[config.mk]
export PLATFORM = sky130hd
export DESIGN_NAME = ac97_link_ctrl
export DESIGN_NICKNAME = d
export VERILOG_FILES = /design/src/rtl/ac97_link_pkg.sv /design/src/rtl/ac97_frame_timer.sv /design/src/rtl/ac97_tx_framer.sv /design/src/rtl/ac97_rx_deframer.sv /design/src/rtl/ac97_link_ctrl.sv
export SDC_FILE = /design/constraint.sdc
export NUM_CORES = 1
export LEC_CHECK = 0
export ABC_AREA = 1
export BUFFER_PORTS_ARGS = -buffer_cell sky130_fd_sc_hd__buf_2
export CAP_MARGIN = 20
export CORE_ASPECT_RATIO = 0.9
export CORE_MARGIN = 2
export CORE_UTILIZATION = 35
export DETAILED_ROUTE_END_ITERATION = 6
export RECOVER_POWER = 25
export SYNTH_ARGS = -nofsm -noshare
export SYNTH_HDL_FRONTEND = slang
export SYNTH_SLANG_ARGS = --single-unit
[constraint.sdc]
create_clock -name bit_clk_i -period 26.6 [get_ports bit_clk_i]
set_input_delay 5.32 -clock bit_clk_i [delete_from_list [all_inputs] [get_ports bit_clk_i]]
set_output_delay 5.32 -clock bit_clk_i [all_outputs]
set_load 0.01 [all_outputs]
[src/rtl/ac97_link_pkg.sv]
package ac97_link_pkg;

   localparam int unsigned DEF_TAG_W    = 16;
   localparam int unsigned DEF_SLOT_W   = 20;
   localparam int unsigned DEF_N_DATA   = 12;
   localparam int unsigned DEF_NARROW_W = 16;
   localparam int unsigned DEF_RSVD_BIT = 2;

   typedef enum logic {
      WIDTH_20 = 1'b0,
      WIDTH_16 = 1'b1
   } sample_width_e;

   function automatic int unsigned frame_len(input int unsigned tag_w,
                                             input int unsigned slot_w,
                                             input int unsigned n_data);
      return tag_w + slot_w * n_data;
   endfunction

endpackage

[src/rtl/ac97_frame_timer.sv]
module ac97_frame_timer #(
   parameter int unsigned TAG_W  = 16,
   parameter int unsigned SLOT_W = 20,
   parameter int unsigned N_DATA = 12,
   parameter int unsigned SIW    = 4,
   parameter int unsigned BIW    = 5
) (
   input  logic           clk_i,
   input  logic           rst_i,
   output logic [SIW-1:0] pos_slot_o,
   output logic [BIW-1:0] pos_bit_o,
   output logic [SIW-1:0] nxt_slot_o,
   output logic [BIW-1:0] nxt_bit_o,
   output logic           pos_last_o,
   output logic           nxt_last_o,
   output logic           sync_o,
   output logic           active_o
);

   localparam logic [SIW-1:0] LAST_SLOT = SIW'(N_DATA);
   localparam logic [BIW-1:0] TAG_MSB   = BIW'(TAG_W - 1);
   localparam logic [BIW-1:0] SLOT_MSB  = BIW'(SLOT_W - 1);

   logic [SIW-1:0] slot_q, slot_n;
   logic [BIW-1:0] bit_q, bit_n;
   logic           sync_q, active_q;

   // next bit position in the frame, counted down within each slot
   always_comb begin
      slot_n = slot_q;
      bit_n  = bit_q - 1'b1;
      if (bit_q == '0) begin
         if (slot_q == LAST_SLOT) begin
            slot_n = '0;
            bit_n  = TAG_MSB;
         end else begin
            slot_n = slot_q + 1'b1;
            bit_n  = SLOT_MSB;
         end
      end
   end

   // reset parks the position on the final bit so the next launch is tag MSB
   always_ff @(posedge clk_i) begin
      if (rst_i) begin
         slot_q   <= LAST_SLOT;
         bit_q    <= '0;
         sync_q   <= 1'b0;
         active_q <= 1'b0;
      end else begin
         slot_q   <= slot_n;
         bit_q    <= bit_n;
         sync_q   <= (slot_n == '0);
         active_q <= 1'b1;
      end
   end

   assign pos_slot_o = slot_q;
   assign pos_bit_o  = bit_q;
   assign nxt_slot_o = slot_n;
   assign nxt_bit_o  = bit_n;
   assign pos_last_o = (slot_q == LAST_SLOT) && (bit_q == '0);
   assign nxt_last_o = (slot_n == LAST_SLOT) && (bit_n == '0);
   assign sync_o     = sync_q;
   assign active_o   = active_q;

   assert_slot_range_R1: assert property (@(posedge clk_i) disable iff (rst_i)
      slot_q <= LAST_SLOT);

   assert_tag_bits_R2: assert property (@(posedge clk_i) disable iff (rst_i)
      (slot_q == '0) |-> (bit_q <= TAG_MSB));

   assert_slot_bits_R2: assert property (@(posedge clk_i) disable iff (rst_i)
      bit_q <= SLOT_MSB);

endmodule

[src/rtl/ac97_tx_framer.sv]
module ac97_tx_framer
   import ac97_link_pkg::*;
#(
   parameter int unsigned TAG_W    = 16,
   parameter int unsigned SLOT_W   = 20,
   parameter int unsigned N_DATA   = 12,
   parameter int unsigned NARROW_W = 16,
   parameter int unsigned RSVD_BIT = 2,
   parameter int unsigned SIW      = 4,
   parameter int unsigned BIW      = 5
) (
   input  logic                     clk_i,
   input  logic                     rst_i,
   input  logic                     load_i,
   input  logic                     width16_i,
   input  logic [TAG_W-1:0]         tag_i,
   input  logic [N_DATA*SLOT_W-1:0] slots_i,
   input  logic [SIW-1:0]           nxt_slot_i,
   input  logic [BIW-1:0]           nxt_bit_i,
   input  logic [SIW-1:0]           pos_slot_i,
   input  logic [BIW-1:0]           pos_bit_i,
   input  logic                     pos_last_i,
   output logic                     sdo_o,
   output logic                     mode_o
);

   localparam int unsigned PAD_W = SLOT_W - NARROW_W;

   logic [N_DATA:0][SLOT_W-1:0] sh_w;
   logic [TAG_W-1:0]            tag_clr;
   logic [TAG_W-1:0]            tag_q;
   logic                        mode_q;
   logic                        sdo_q;

   // reserved tag bit cleared before it reaches the shadow
   always_comb begin
      tag_clr           = tag_i;
      tag_clr[RSVD_BIT] = 1'b0;
   end

   always_ff @(posedge clk_i) begin
      if (load_i) begin
         tag_q  <= tag_clr;
         mode_q <= width16_i;
      end
   end

   assign sh_w[0] = SLOT_W'(tag_q);

   for (genvar k = 1; k <= N_DATA; k++) begin : g_slot
      logic [SLOT_W-1:0] word_w;
      logic [SLOT_W-1:0] packed_w;
      logic [SLOT_W-1:0] sh_q;

      assign word_w = slots_i[(k-1)*SLOT_W +: SLOT_W];

      if (PAD_W > 0) begin : g_pad
         assign packed_w = (width16_i == WIDTH_16)
                         ? {word_w[NARROW_W-1:0], {PAD_W{1'b0}}}
                         : word_w;
      end else begin : g_nopad
         assign packed_w = word_w;
      end

      always_ff @(posedge clk_i) begin
         if (load_i) sh_q <= packed_w;
      end

      assign sh_w[k] = sh_q;
   end

   always_ff @(posedge clk_i) begin
      if (rst_i) sdo_q <= 1'b0;
      else       sdo_q <= sh_w[nxt_slot_i][nxt_bit_i];
   end

   assign sdo_o  = sdo_q;
   assign mode_o = mode_q;

   assert_tag_reserved_zero_R3: assert property (@(posedge clk_i) disable iff (rst_i)
      (pos_slot_i == '0 && pos_bit_i == BIW'(RSVD_BIT)) |-> !sdo_q);

   if (PAD_W > 0) begin : g_pad_chk
      assert_narrow_pad_zero_R5: assert property (@(posedge clk_i) disable iff (rst_i)
         (mode_q == WIDTH_16 && pos_slot_i != '0 && pos_bit_i < BIW'(PAD_W) && !pos_last_i)
            |-> !sdo_q);
   end

endmodule

[src/rtl/ac97_rx_deframer.sv]
module ac97_rx_deframer
   import ac97_link_pkg::*;
#(
   parameter int unsigned TAG_W    = 16,
   parameter int unsigned SLOT_W   = 20,
   parameter int unsigned N_DATA   = 12,
   parameter int unsigned NARROW_W = 16,
   parameter int unsigned SIW      = 4,
   parameter int unsigned BIW      = 5
) (
   input  logic                     clk_i,
   input  logic                     rst_i,
   input  logic                     sdi_i,
   input  logic [SIW-1:0]           pos_slot_i,
   input  logic [BIW-1:0]           pos_bit_i,
   input  logic                     pos_last_i,
   input  logic                     active_i,
   input  logic                     load_i,
   input  logic                     cur_mode_i,
   output logic [TAG_W-1:0]         tag_o,
   output logic [N_DATA*SLOT_W-1:0] slots_o,
   output logic                     done_o
);

   localparam int unsigned PAD_W = SLOT_W - NARROW_W;

   logic [N_DATA:0][SLOT_W-1:0]  work_q;
   logic [N_DATA*SLOT_W-1:0]     pub_w;
   logic [N_DATA*SLOT_W-1:0]     slots_q;
   logic [TAG_W-1:0]             tag_q;
   logic                         frame_mode_q;
   logic                         done_q;
   logic                         publish;

   // falling-edge capture at the position of the bit just launched
   always_ff @(negedge clk_i) begin
      if (!rst_i) work_q[pos_slot_i][pos_bit_i] <= sdi_i;
   end

   // mode of the frame now arriving: previous shadow value at each load
   always_ff @(posedge clk_i) begin
      if (load_i) frame_mode_q <= cur_mode_i;
   end

   for (genvar k = 1; k <= N_DATA; k++) begin : g_unpack
      if (PAD_W > 0) begin : g_pad
         assign pub_w[(k-1)*SLOT_W +: SLOT_W] = (frame_mode_q == WIDTH_16)
            ? {{PAD_W{1'b0}}, work_q[k][SLOT_W-1:PAD_W]}
            : work_q[k];
      end else begin : g_nopad
         assign pub_w[(k-1)*SLOT_W +: SLOT_W] = work_q[k];
      end
   end

   assign publish = pos_last_i && active_i;

   always_ff @(posedge clk_i) begin
      if (rst_i) begin
         tag_q   <= '0;
         slots_q <= '0;
         done_q  <= 1'b0;
      end else begin
         done_q <= publish;
         if (publish) begin
            tag_q   <= work_q[0][TAG_W-1:0];
            slots_q <= pub_w;
         end
      end
   end

   assign tag_o   = tag_q;
   assign slots_o = slots_q;
   assign done_o  = done_q;

   assert_done_single_R8: assert property (@(posedge clk_i) disable iff (rst_i)
      done_q |=> !done_q);

endmodule

[src/rtl/ac97_link_ctrl.sv]
module ac97_link_ctrl
   import ac97_link_pkg::*;
#(
   parameter int unsigned TAG_W    = DEF_TAG_W,
   parameter int unsigned SLOT_W   = DEF_SLOT_W,
   parameter int unsigned N_DATA   = DEF_N_DATA,
   parameter int unsigned NARROW_W = DEF_NARROW_W,
   parameter int unsigned RSVD_BIT = DEF_RSVD_BIT
) (
   input  logic                     bit_clk_i,
   input  logic                     rst_i,
   input  logic                     width16_i,
   input  logic [TAG_W-1:0]         tx_tag_i,
   input  logic [N_DATA*SLOT_W-1:0] tx_slots_i,
   output logic                     sdata_out_o,
   output logic                     sync_o,
   input  logic                     sdata_in_i,
   output logic [TAG_W-1:0]         rx_tag_o,
   output logic [N_DATA*SLOT_W-1:0] rx_slots_o,
   output logic                     rx_frame_done_o
);

   localparam int unsigned FRAME_LEN = frame_len(TAG_W, SLOT_W, N_DATA);
   localparam int unsigned SIW       = $clog2(N_DATA + 1);
   localparam int unsigned BIW       = $clog2((SLOT_W > TAG_W) ? SLOT_W : TAG_W);
   localparam int unsigned PER_W     = $clog2(FRAME_LEN + 1) + 1;

   initial begin : elab_checks
      assert (TAG_W < SLOT_W)      else $fatal(1, "tag slot must be narrower than data slot");
      assert (NARROW_W <= SLOT_W)  else $fatal(1, "narrow sample wider than slot");
      assert (RSVD_BIT < TAG_W)    else $fatal(1, "reserved bit outside tag");
      assert (N_DATA >= 1)         else $fatal(1, "at least one data slot required");
   end

   logic [SIW-1:0] pos_slot, nxt_slot;
   logic [BIW-1:0] pos_bit, nxt_bit;
   logic           pos_last, nxt_last, active;
   logic           load;
   logic           cur_mode;

   assign load = rst_i || nxt_last;

   ac97_frame_timer #(
      .TAG_W(TAG_W), .SLOT_W(SLOT_W), .N_DATA(N_DATA), .SIW(SIW), .BIW(BIW)
   ) u_timer (
      .clk_i      (bit_clk_i),
      .rst_i      (rst_i),
      .pos_slot_o (pos_slot),
      .pos_bit_o  (pos_bit),
      .nxt_slot_o (nxt_slot),
      .nxt_bit_o  (nxt_bit),
      .pos_last_o (pos_last),
      .nxt_last_o (nxt_last),
      .sync_o     (sync_o),
      .active_o   (active)
   );

   ac97_tx_framer #(
      .TAG_W(TAG_W), .SLOT_W(SLOT_W), .N_DATA(N_DATA), .NARROW_W(NARROW_W),
      .RSVD_BIT(RSVD_BIT), .SIW(SIW), .BIW(BIW)
   ) u_tx (
      .clk_i      (bit_clk_i),
      .rst_i      (rst_i),
      .load_i     (load),
      .width16_i  (width16_i),
      .tag_i      (tx_tag_i),
      .slots_i    (tx_slots_i),
      .nxt_slot_i (nxt_slot),
      .nxt_bit_i  (nxt_bit),
      .pos_slot_i (pos_slot),
      .pos_bit_i  (pos_bit),
      .pos_last_i (pos_last),
      .sdo_o      (sdata_out_o),
      .mode_o     (cur_mode)
   );

   ac97_rx_deframer #(
      .TAG_W(TAG_W), .SLOT_W(SLOT_W), .N_DATA(N_DATA), .NARROW_W(NARROW_W),
      .SIW(SIW), .BIW(BIW)
   ) u_rx (
      .clk_i      (bit_clk_i),
      .rst_i      (rst_i),
      .sdi_i      (sdata_in_i),
      .pos_slot_i (pos_slot),
      .pos_bit_i  (pos_bit),
      .pos_last_i (pos_last),
      .active_i   (active),
      .load_i     (load),
      .cur_mode_i (cur_mode),
      .tag_o      (rx_tag_o),
      .slots_o    (rx_slots_o),
      .done_o     (rx_frame_done_o)
   );

   // sync period watch: cycles since the last observed rise
   logic [PER_W-1:0] per_q;
   logic             sync_d, seen_q;

   always_ff @(posedge bit_clk_i) begin
      if (rst_i) begin
         per_q  <= '0;
         sync_d <= 1'b0;
         seen_q <= 1'b0;
      end else begin
         sync_d <= sync_o;
         if (sync_o && !sync_d) begin
            per_q  <= PER_W'(1);
            seen_q <= 1'b1;
         end else begin
            per_q <= per_q + 1'b1;
         end
      end
   end

   assert_frame_period_R1: assert property (@(posedge bit_clk_i) disable iff (rst_i)
      (sync_o && !sync_d && seen_q) |-> (per_q == PER_W'(FRAME_LEN)));

   assert_sync_in_tag_slot_R4: assert property (@(posedge bit_clk_i) disable iff (rst_i)
      sync_o == (pos_slot == '0));

   assert_done_at_frame_start_R8: assert property (@(posedge bit_clk_i) disable iff (rst_i)
      rx_frame_done_o |-> (sync_o && pos_slot == '0 && pos_bit == BIW'(TAG_W - 1)));

   assert_rx_hold_R8: assert property (@(posedge bit_clk_i) disable iff (rst_i)
      (!$stable(rx_tag_o) && !$past(rst_i)) |-> rx_frame_done_o);

   assert_reset_quiet_R9: assert property (@(posedge bit_clk_i)
      rst_i |=> (!sync_o && !sdata_out_o && !rx_frame_done_o));

endmodule

Word-level counts from Yosys, hierarchy flattened
Cells that the tools add are included.
W data, S select, Z words.
- bits in registers: 786
- bits in latches: 0
- RAM bits: 0
- ROM bits: 0
- bits of input ports: 260
- output and inout port bits: 259
- logic and storage cells: 105
- memories kept: 0
- add/subtract/negate cells: 2
- multiply operators: 0
- div/mod/pow operators: 0
- order comparisons: 6
- eq/ne operators: 2
- shift operators: 0
- multiplexer cells: 38
- bitwise gates (word level): 0
- reductions and logical operators: 9
- operators with widths (operator ; count):
    $mux W20 ; 26
    $bwmux W260 ; 1
    $bmux W20 S4 ; 1
    $demux W20 S4 ; 1
    $lt A5 B6 Y1 const B ; 2
    $logic_not A5 Y1 ; 2
    $lt A4 B5 Y1 const B ; 2
    $mux W5 ; 2
    $eq A4 B4 Y1 const B ; 2
    $mux W4 ; 2
    $bmux W1 S5 ; 1
    $demux W1 S5 ; 1
    $ge A5 B1 Y1 const B ; 1
    $logic_and A1 B1 Y1 ; 5
    $sub A5 B1 Y5 const B ; 1
    $add A4 B1 Y4 const B ; 1
    $ge A4 B1 Y1 const B ; 1
    $logic_not A4 Y1 ; 1
    $mux W1 ; 3
    $logic_or A1 B1 Y1 ; 1

Longest topological paths before layout
Gate-level depths: netlist (run 1).
- depth after elaboration: 7
- depth in mapped cells: 21
- mapped depth without buffers: 19

By module
A second synthesis (run 1) with hierarchy kept.
- cells, all modules: 4122
- area, all modules: 34942.3 µm²
- modules (own cells, without submodules) (module ; instances ; cells each ; area an instance (µm²) ; sequential area each (µm²)):
    ac97_rx_deframer ; 1 ; 2549 ; 21371.7 ; 12862.3
    ac97_tx_framer ; 1 ; 1486 ; 12961.2 ; 7707.4
    ac97_frame_timer ; 1 ; 84 ; 598.1 ; 220.2
    ac97_link_ctrl ; 1 ; 3 ; 11.3 ; 0.0

==> parameters.txt, run 1 <==
Parameter                              Value

Floorplan
  Number of rows created at floorplan ... 107
  Height of the chip ... 297 um
  Die ar. ... 98,000 sq um
  Starting density of the core ... 0.353
  Die width ... 330 um
  Area of the core region ... 94,700 sq um
  IO Pins ... 519

Setup path
  Setup CP Type ... in -> reg
  Critical path required time ... 13.67 ns
  Critical-path top delay cell ... clkbuf_1
  Number of buffer and inverter instances along the worst setup path ... 2
  Kind of cell adding the most delay to the critical path ... buffers and inverters
  Register-to-Register Setup Slack ... 10.95 ns
  Kind of end point of the critical path ... register
  Ordered cell list for the critical path ... clkbuf_1 -> inv_6 -> nand2_1 -> nor2_1
  Number of cells on the worst reg-to-reg path ... 4
  Peak fanout along the critical path ... 66
  Source of the worst register-to-register timing path ... u_timer.pos_bit_o[0]$_SDFF_PP0_
  Reg2Reg Capture Point ... u_rx.work_q[240]$_DFFE_NP_
  Data arrival time of the critical path ... 7.82 ns
  Critical Path Source Type ... input port
  Worst path max stage delay ... 1.06 ns

Route
  Average via count per standard cell ... 4.99
  Via count ... 27.9k
  DR WL/cell ... 19.3 um
  First DRT Iteration DRCs ... 2,773
  Total wire length after detailed routing ... 108,000 um
  1st-pass router iterations ... 5
  Detail Route Antenna Nets ... 0
  # DRC ... 0

Cells and area
  P&R area growth vs syn ... 20.2%
  Total Nets Final ... 4,535
  Fillers ... 9,530
  Share of final-layout standard cells stronger than drive strength 1 ... 0.104

Clock tree
  TritonCTS clock tree ... done
  Number of buffers created by CTS ... 85
  Clock sink count ... 782
  Number of buffers on the longest clock path ... 3
  Buffer type at the clock tree root ... clkbuf_16
  CTS H-tree lvls ... 3
  Post-CTS repair timing setup buffer count ... 0
  Post-CTS Hold Buffers ... 0
  Clock transition at the registers of the reported paths ... 0.06 ns
  Cells resized by post-CTS repair ... 0
  Clock latency on the worst-skew pair ... 0.68 ns

GRT
  Overflow left after global routing ... 0
  GRT Resource Usage Total ... 0.214
  Most used routing layer in global routing ... met2
  Number of antenna violations at the first check in global routing ... 6
  Global-route met3 utilization ... 0.0342
  Number of global-route vias before repair ... 25.8k
  Wire length of the first global-routing pass ... 159,000 um
  Grt met1 use ... 0.292
  Met2 demand-to-capacity share in global routing ... 0.341
  Maximum number of pins on one net before global-route repair ... 263

Timing
  Setup repair after global routing missed its margin ... false
  Worst-Margin Slew ... 7.78 ns
  Relative slew slack ... -4.19
  Max Slew Vio Count ... 232
  Number of setup violations in the final report ... 0
  Hold Violations, Final ... 0
  Clk_skew ... 0.0651 ns
  Fin Setup TNS ... 0 ns

Hold path
  Endpoint of the worst hold-timing path ... u_rx.frame_mode_q$_DFFE_PP_
  Number of instances on the worst hold path ... 0
  Hold/Removal Path Class ... reg -> reg
  Hold path startpoint ... u_tx.mode_o$_DFFE_PP_

Run status
  Violated checks ... capacitance limit, slew limit
  Run status ... finished, violations left

Logic synthesis
  Synthesized area per cell ... 9.16 sq um
  Distinct cells, synth ... 32
  Yosys warning total ... 0
  Area fraction in compound gates after synthesis ... 0.104
  Primary flip-flop cell chosen by synthesis mapping ... edfxtp_1
  Syn Std Cell Area ... 33,400 sq um
  Simple logic cell fraction of the synthesized area ... 0.195
  Top-count cell post-synth ... nand2_1
  Post-Synthesis Net Count ... 3,917
  Leading post-synthesis cells by cell area ... edfxtp_1 (46%), dfxtp_1 (16%), nand2_1 (9.4%), nor2_1 (5.1%), nand3_1 (4.5%)
  Yosys top cell by area ... edfxtp_1
  Combinational family with the most area after synthesis ... simple AND/OR/NAND/NOR gates
  Area fraction of the dominant cell type after synthesis ... 0.461
  Number of flops mapped to enable cells by yosys ... 513
  Parity-gate share of the synthesized area counting xor and xnor cells ... 0.000262
  Multiplexer fraction of the synthesized cell area ... 0.00404
  #FFs+latches synth ... 782
  Async set-or-reset flop fraction in the synthesized netlist ... 0
  Synth cell count leaders ... nand2_1 (833), edfxtp_1 (513), nor2_1 (454), inv_1 (310), nand3_1 (303)
  Count of mapped cells out of synthesis ... 3,648
  Adder-cell share of the synthesized area ... 0.00337
  Register area share after synthesis ... 0.622

Placement
  Number of I/O port buffers ... 517
  Placer congestion estimate ... 0.846
  Estimated wirelength of the detail-placed design ... 68,100 um

Flow run
  Max-cap violations ... 2

Power
  Power per unit of standard cell area ... 103 nW/um^2
  Maximum vdd ir drop ... 68.0 uV
  Leakage ... 16.9 nW
  Total power ... 4.13 mW
-- worst max-delay path by stage --
| stage | startpoint | endpoint | depth (start not counted) |
|---|---|---|---|
| after global routing | rst_i | u_rx.work_q[253]$_DFFE_NP_ | 4 |
| after global placement | sdata_in_i | u_rx.work_q[41]$_DFFE_NP_ | 2 |
| after floorplan | rst_i | u_rx.work_q[242]$_DFFE_NP_ | 5 |
| final | rst_i | u_rx.work_q[251]$_DFFE_NP_ | 4 |
| after detailed placement | rst_i | u_rx.work_q[240]$_DFFE_NP_ | 4 |
| after CTS | rst_i | u_rx.work_q[240]$_DFFE_NP_ | 4 |
-- state kept, by name, summed over array words and instances, names as in the netlist, 4 cells and up --
register / flops
u_rx.slots_o: 240
u_timer.pos_slot_o: 4
u_timer.pos_bit_o: 5
u_tx.g_slot.sh_q: 240
u_tx.tag_q: 15
u_rx.tag_o: 16
u_rx.work_q: 256
-- per-layer routing --
layer | wire length [um] | share of wire
met5 | 23 | 0.00021
met3 | 7800 | 0.072
met2 | 49400 | 0.46
met1 | 46700 | 0.43
met4 | 4030 | 0.037
-- placed cells by master, fill, tap and decap left out, drive strengths merged, types with 3 or more instances in the layout --
master / synthesis / layout
a21oi: 136 / 136
a31oi: 195 / 195
buf: 63 / 298
bufinv: 0 / 5
clkbuf: 212 / 364
clkinv: 2 / 25
clkinvlp: 0 / 7
dfxtp: 269 / 269
diode: 0 / 3
edfxtp: 513 / 513
ha: 9 / 9
inv: 315 / 581
mux2: 12 / 12
nand2: 842 / 842
nand3: 304 / 304
nand4: 5 / 5
nor2: 456 / 456
nor3: 4 / 4
o21ai: 302 / 302
o221ai: 5 / 5
-- area by class of cell --
class | count | area, sq um | share of cell area
antenna | 3 | 7.51 | 0.000187
clock buffer | 111 | 2330 | 0.0579
clock inverter | 302 | 1380 | 0.0343
inverter | 316 | 1200 | 0.0298
multi-input combinational | 2274 | 10300 | 0.256
sequential | 782 | 20800 | 0.517
tap | 1253 | 1570 | 0.0390
timing repair buffer | 551 | 2610 | 0.0650
-- power breakdown --
part	switching [mW]	internal (mW)	total, mW
clock	0.594	0.716	1.31
sequential	0.0978	1.46	1.56
combinational	0.928	0.330	1.26
total	1.62	2.51	4.13
-- cell families after synthesis --
logic type	Yosys count
compound gates	640
xor+xnor	1
fa+ha+maj	9
buf+inv	592
flops	782
mux	12
simple gates	1612
-- per-stage QoR --
stage                     area, sq um  setup slack, ns  hold WS [ns]  instances   util
final                           40200             5.85         0.422       5592  0.424
after global placement          36800             5.96         0.402       5175  0.388
after CTS                       40500             6.59         0.420       5588  0.428
after floorplan                 33400             6.82         0.400       3648      -
after detailed placement        36800             5.91         0.406       5176  0.388
after global routing            40200             5.69         0.455       5592  0.424
-- worst reg2reg max path: stages (launching register included) --
cell	delay, ns
dfxtp_1	0.35
inv_1	0.13
ha_1	0.35
nand3_2	0.78
nor2_1	0.43
Power figures use the tool's default switching activity.
==> run 2: changes to the inputs <==
==> constraint.sdc (replaced) <==
create_clock -name bit_clk_i -period 17.97 [get_ports bit_clk_i]
set_input_delay 3.594 -clock bit_clk_i [delete_from_list [all_inputs] [get_ports bit_clk_i]]
set_output_delay 3.594 -clock bit_clk_i [all_outputs]
set_load 0.01 [all_outputs]
==> run 2 against run 1 <==
Net effect:
- sequential share of layout area down 0.36 points
- core utilization up 0.30 points
- via count up 0.55%
- sequential cell count unchanged
- final cell count up 0.14%
- critical path depth unchanged
- the flow still finishes with violations (capacitance limit, slew limit)
- worst setup slack worse by 2.4 ns
==> parameters.txt, run 2 (synthesized netlist as in run 1, its figures left out) <==
Parameter                              Value

Clock tree
  Number of buffers created by CTS ... 87 (+2.4%)
  Clock sink count ... 782 (unchanged)
  Post-CTS Hold Buffers ... 0 (unchanged)
  Clock transition at the registers of the reported paths ... 0.06 ns (about the same)
  CTS H-tree lvls ... 3 (unchanged)
  Clock latency on the worst-skew pair ... 0.68 ns (about the same)
  Number of buffers on the longest clock path ... 3 (unchanged)
  Buffer type at the clock tree root ... clkbuf_16
  Post-CTS repair timing setup buffer count ... 0 (unchanged)
  Cells resized by post-CTS repair ... 0 (unchanged)
  TritonCTS clock tree ... done

Flow run
  Max-cap violations ... 1 (-1)

Route
  Detail Route Antenna Nets ... 0 (unchanged)
  Total wire length after detailed routing ... 108,000 um (+0.51%)
  # DRC ... 0 (unchanged)
  DR WL/cell ... 19.4 um (+0.36%)
  First DRT Iteration DRCs ... 2,968 (+7.0%)
  Via count ... 28.1k (+0.55%)
  1st-pass router iterations ... 6 (+1)
  Average via count per standard cell ... 5.01 (+0.40%)

Cells and area
  Fillers ... 9,502 (-0.29%)
  Total Nets Final ... 4,537 (+0.044%)
  Number of flip-flops in the largest register ... 256 (unchanged)
  Final std cell area, no fill ... 40,500 sq um (+0.70%)
  Commonest non-fill, non-tap cell in the layout ... nand2_1
  Most used cells in the layout excluding fill and tap cells ... nand2_1 (833), inv_1 (566), edfxtp_1 (513)
  Biggest register ... u_rx.work_q
  Share of final-layout standard cells stronger than drive strength 1 ... 0.112 (+0.00746)
  P&R area growth vs syn ... 21.1%

GRT
  Number of antenna violations at the first check in global routing ... 9 (+3)
  Number of global-route vias before repair ... 25.9k (+0.38%)
  Maximum number of pins on one net before global-route repair ... 257 (-2.3%)
  Wire length of the first global-routing pass ... 160,000 um (+0.91%)
  GRT Resource Usage Total ... 0.215 (+0.00133)
  Overflow left after global routing ... 0 (unchanged)

Placement
  DP Area ... 36,800 sq um (about the same)
  Placer congestion estimate ... 0.841 (-0.65%)
  Number of I/O port buffers ... 517 (unchanged)
  Estimated wirelength of the detail-placed design ... 68,000 um (-0.11%)
  Pre-CTS worst setup slack ... 3.42 ns (-2.49 ns)

Setup path
  Kind of end point of the critical path ... register
  Worst path max stage delay ... 1.02 ns (-0.04 ns)
  Critical path required time ... 9.37 ns (-4.30 ns)
  Peak fanout along the critical path ... 21 (-68%)
  Data arrival time of the critical path ... 5.91 ns (-1.91 ns)
  Critical-path top delay cell ... clkbuf_1
  Ordered cell list for the critical path ... clkbuf_1 -> nor2_1 -> nand2_1 -> nor2_1
  Critical Path Source Type ... input port
  CP dominant cell by count ... nor2_1
  Setup CP Type ... in -> reg

Floorplan
  Starting density of the core ... 0.353 (unchanged)
  IO Pins ... 519 (unchanged)
  Die ar. ... 98,000 sq um (unchanged)
  Number of rows created at floorplan ... 107 (unchanged)
  Die width ... 330 um (unchanged)
  Height of the chip ... 297 um (unchanged)
  Area of the core region ... 94,700 sq um (unchanged)

Power
  Leakage ... 17.1 nW (+1.2%)
  Power per unit of standard cell area ... 154 nW/um^2 (+50%)
  Maximum vdd ir drop ... 124 uV (+82%)

Timing
  Max Slew Vio Count ... 211 (-9.1%)
  Worst-Margin Slew ... 7.82 ns (+0.0425 ns)
  PnR worst setup slack ... 3.46 ns (-2.40 ns)
  Hold Violations, Final ... 0 (unchanged)
  Setup repair after global routing missed its margin ... false
  Number of setup violations in the final report ... 0 (unchanged)
  Clk_skew ... 0.0578 ns (-0.00727 ns)
  Relative slew slack ... -4.21 (-0.0284)
  Fin Setup TNS ... 0 ns (unchanged)

Hold path
  Hold/Removal Path Class ... reg -> reg

Run status
  Violated checks ... capacitance limit, slew limit
  Run status ... finished, violations left
==> run 2: cell count changes in the layout (fill, tap and decap cells not counted), sizes merged <==
cell,delta
buf,+15
clkbuf,-17
clkinv,+6
clkinvlp,-1
diode,+2
inv,+3
==> run 2: worst paths after layout <==
path / from / end / slack [ns] / depth (start not counted)
worst min-delay path: u_tx.mode_o$_DFFE_PP_ / u_rx.frame_mode_q$_DFFE_PP_ / 0.42 / 0
worst max-delay path: rst_i / u_rx.work_q[124]$_DFFE_NP_ / 3.46 / 4
worst min register to register: u_tx.mode_o$_DFFE_PP_ / u_rx.frame_mode_q$_DFFE_PP_ / 0.42 / 0
worst max register to register: u_timer.pos_bit_o[0]$_SDFF_PP0_ / u_rx.work_q[240]$_DFFE_NP_ / 6.61 / 4
==> run 2: metal layers <==
layer	global-route usage	vias up	part of all wire
li1	-	13467	-
met1	0.295	13240	0.42
met2	0.342	1183	0.46
met3	0.0353	178	0.082
met4	0.0780	6	0.036
met5	0	-	0.00036
==> run 2: layout make-up <==
class | instances | area, sq um | area share
diodes | 5 | 12.5 | 0.000309
clock buffers | 109 | 2480 | 0.0613
clock inverters | 310 | 1480 | 0.0366
inverters | 316 | 1200 | 0.0296
multi-input cells | 2274 | 10300 | 0.254
flip-flops and latches | 782 | 20800 | 0.514
well taps | 1253 | 1570 | 0.0387
repair buffers | 551 | 2650 | 0.0655
==> run 2: power by group <==
group	internal (mW)	switching [mW]	leakage (nW)
Sequential	2.17	0.147	7.02
Clock	1.13	0.926	2.83
Combinational	0.489	1.37	7.23
==> run 2: critical path: cells and delay by family <==
kind                   cells  cell delay [ns]
buffers and inverters      1             1.02
AND/OR/NAND/NOR            3             1.26
==> run 2: per-stage QoR <==
step	hold WS, ns	total power [mW]	utilization	instances
5_1_grt	0.454	6.56	0.427	5599
2_1_floorplan	0.400	3.59	-	3648
3_3_place_gp	0.401	4.29	0.388	5175
4_1_cts	0.429	6.28	0.430	5593
6_report	0.424	6.22	0.427	5600
3_5_place_dp	0.412	4.31	0.388	5175
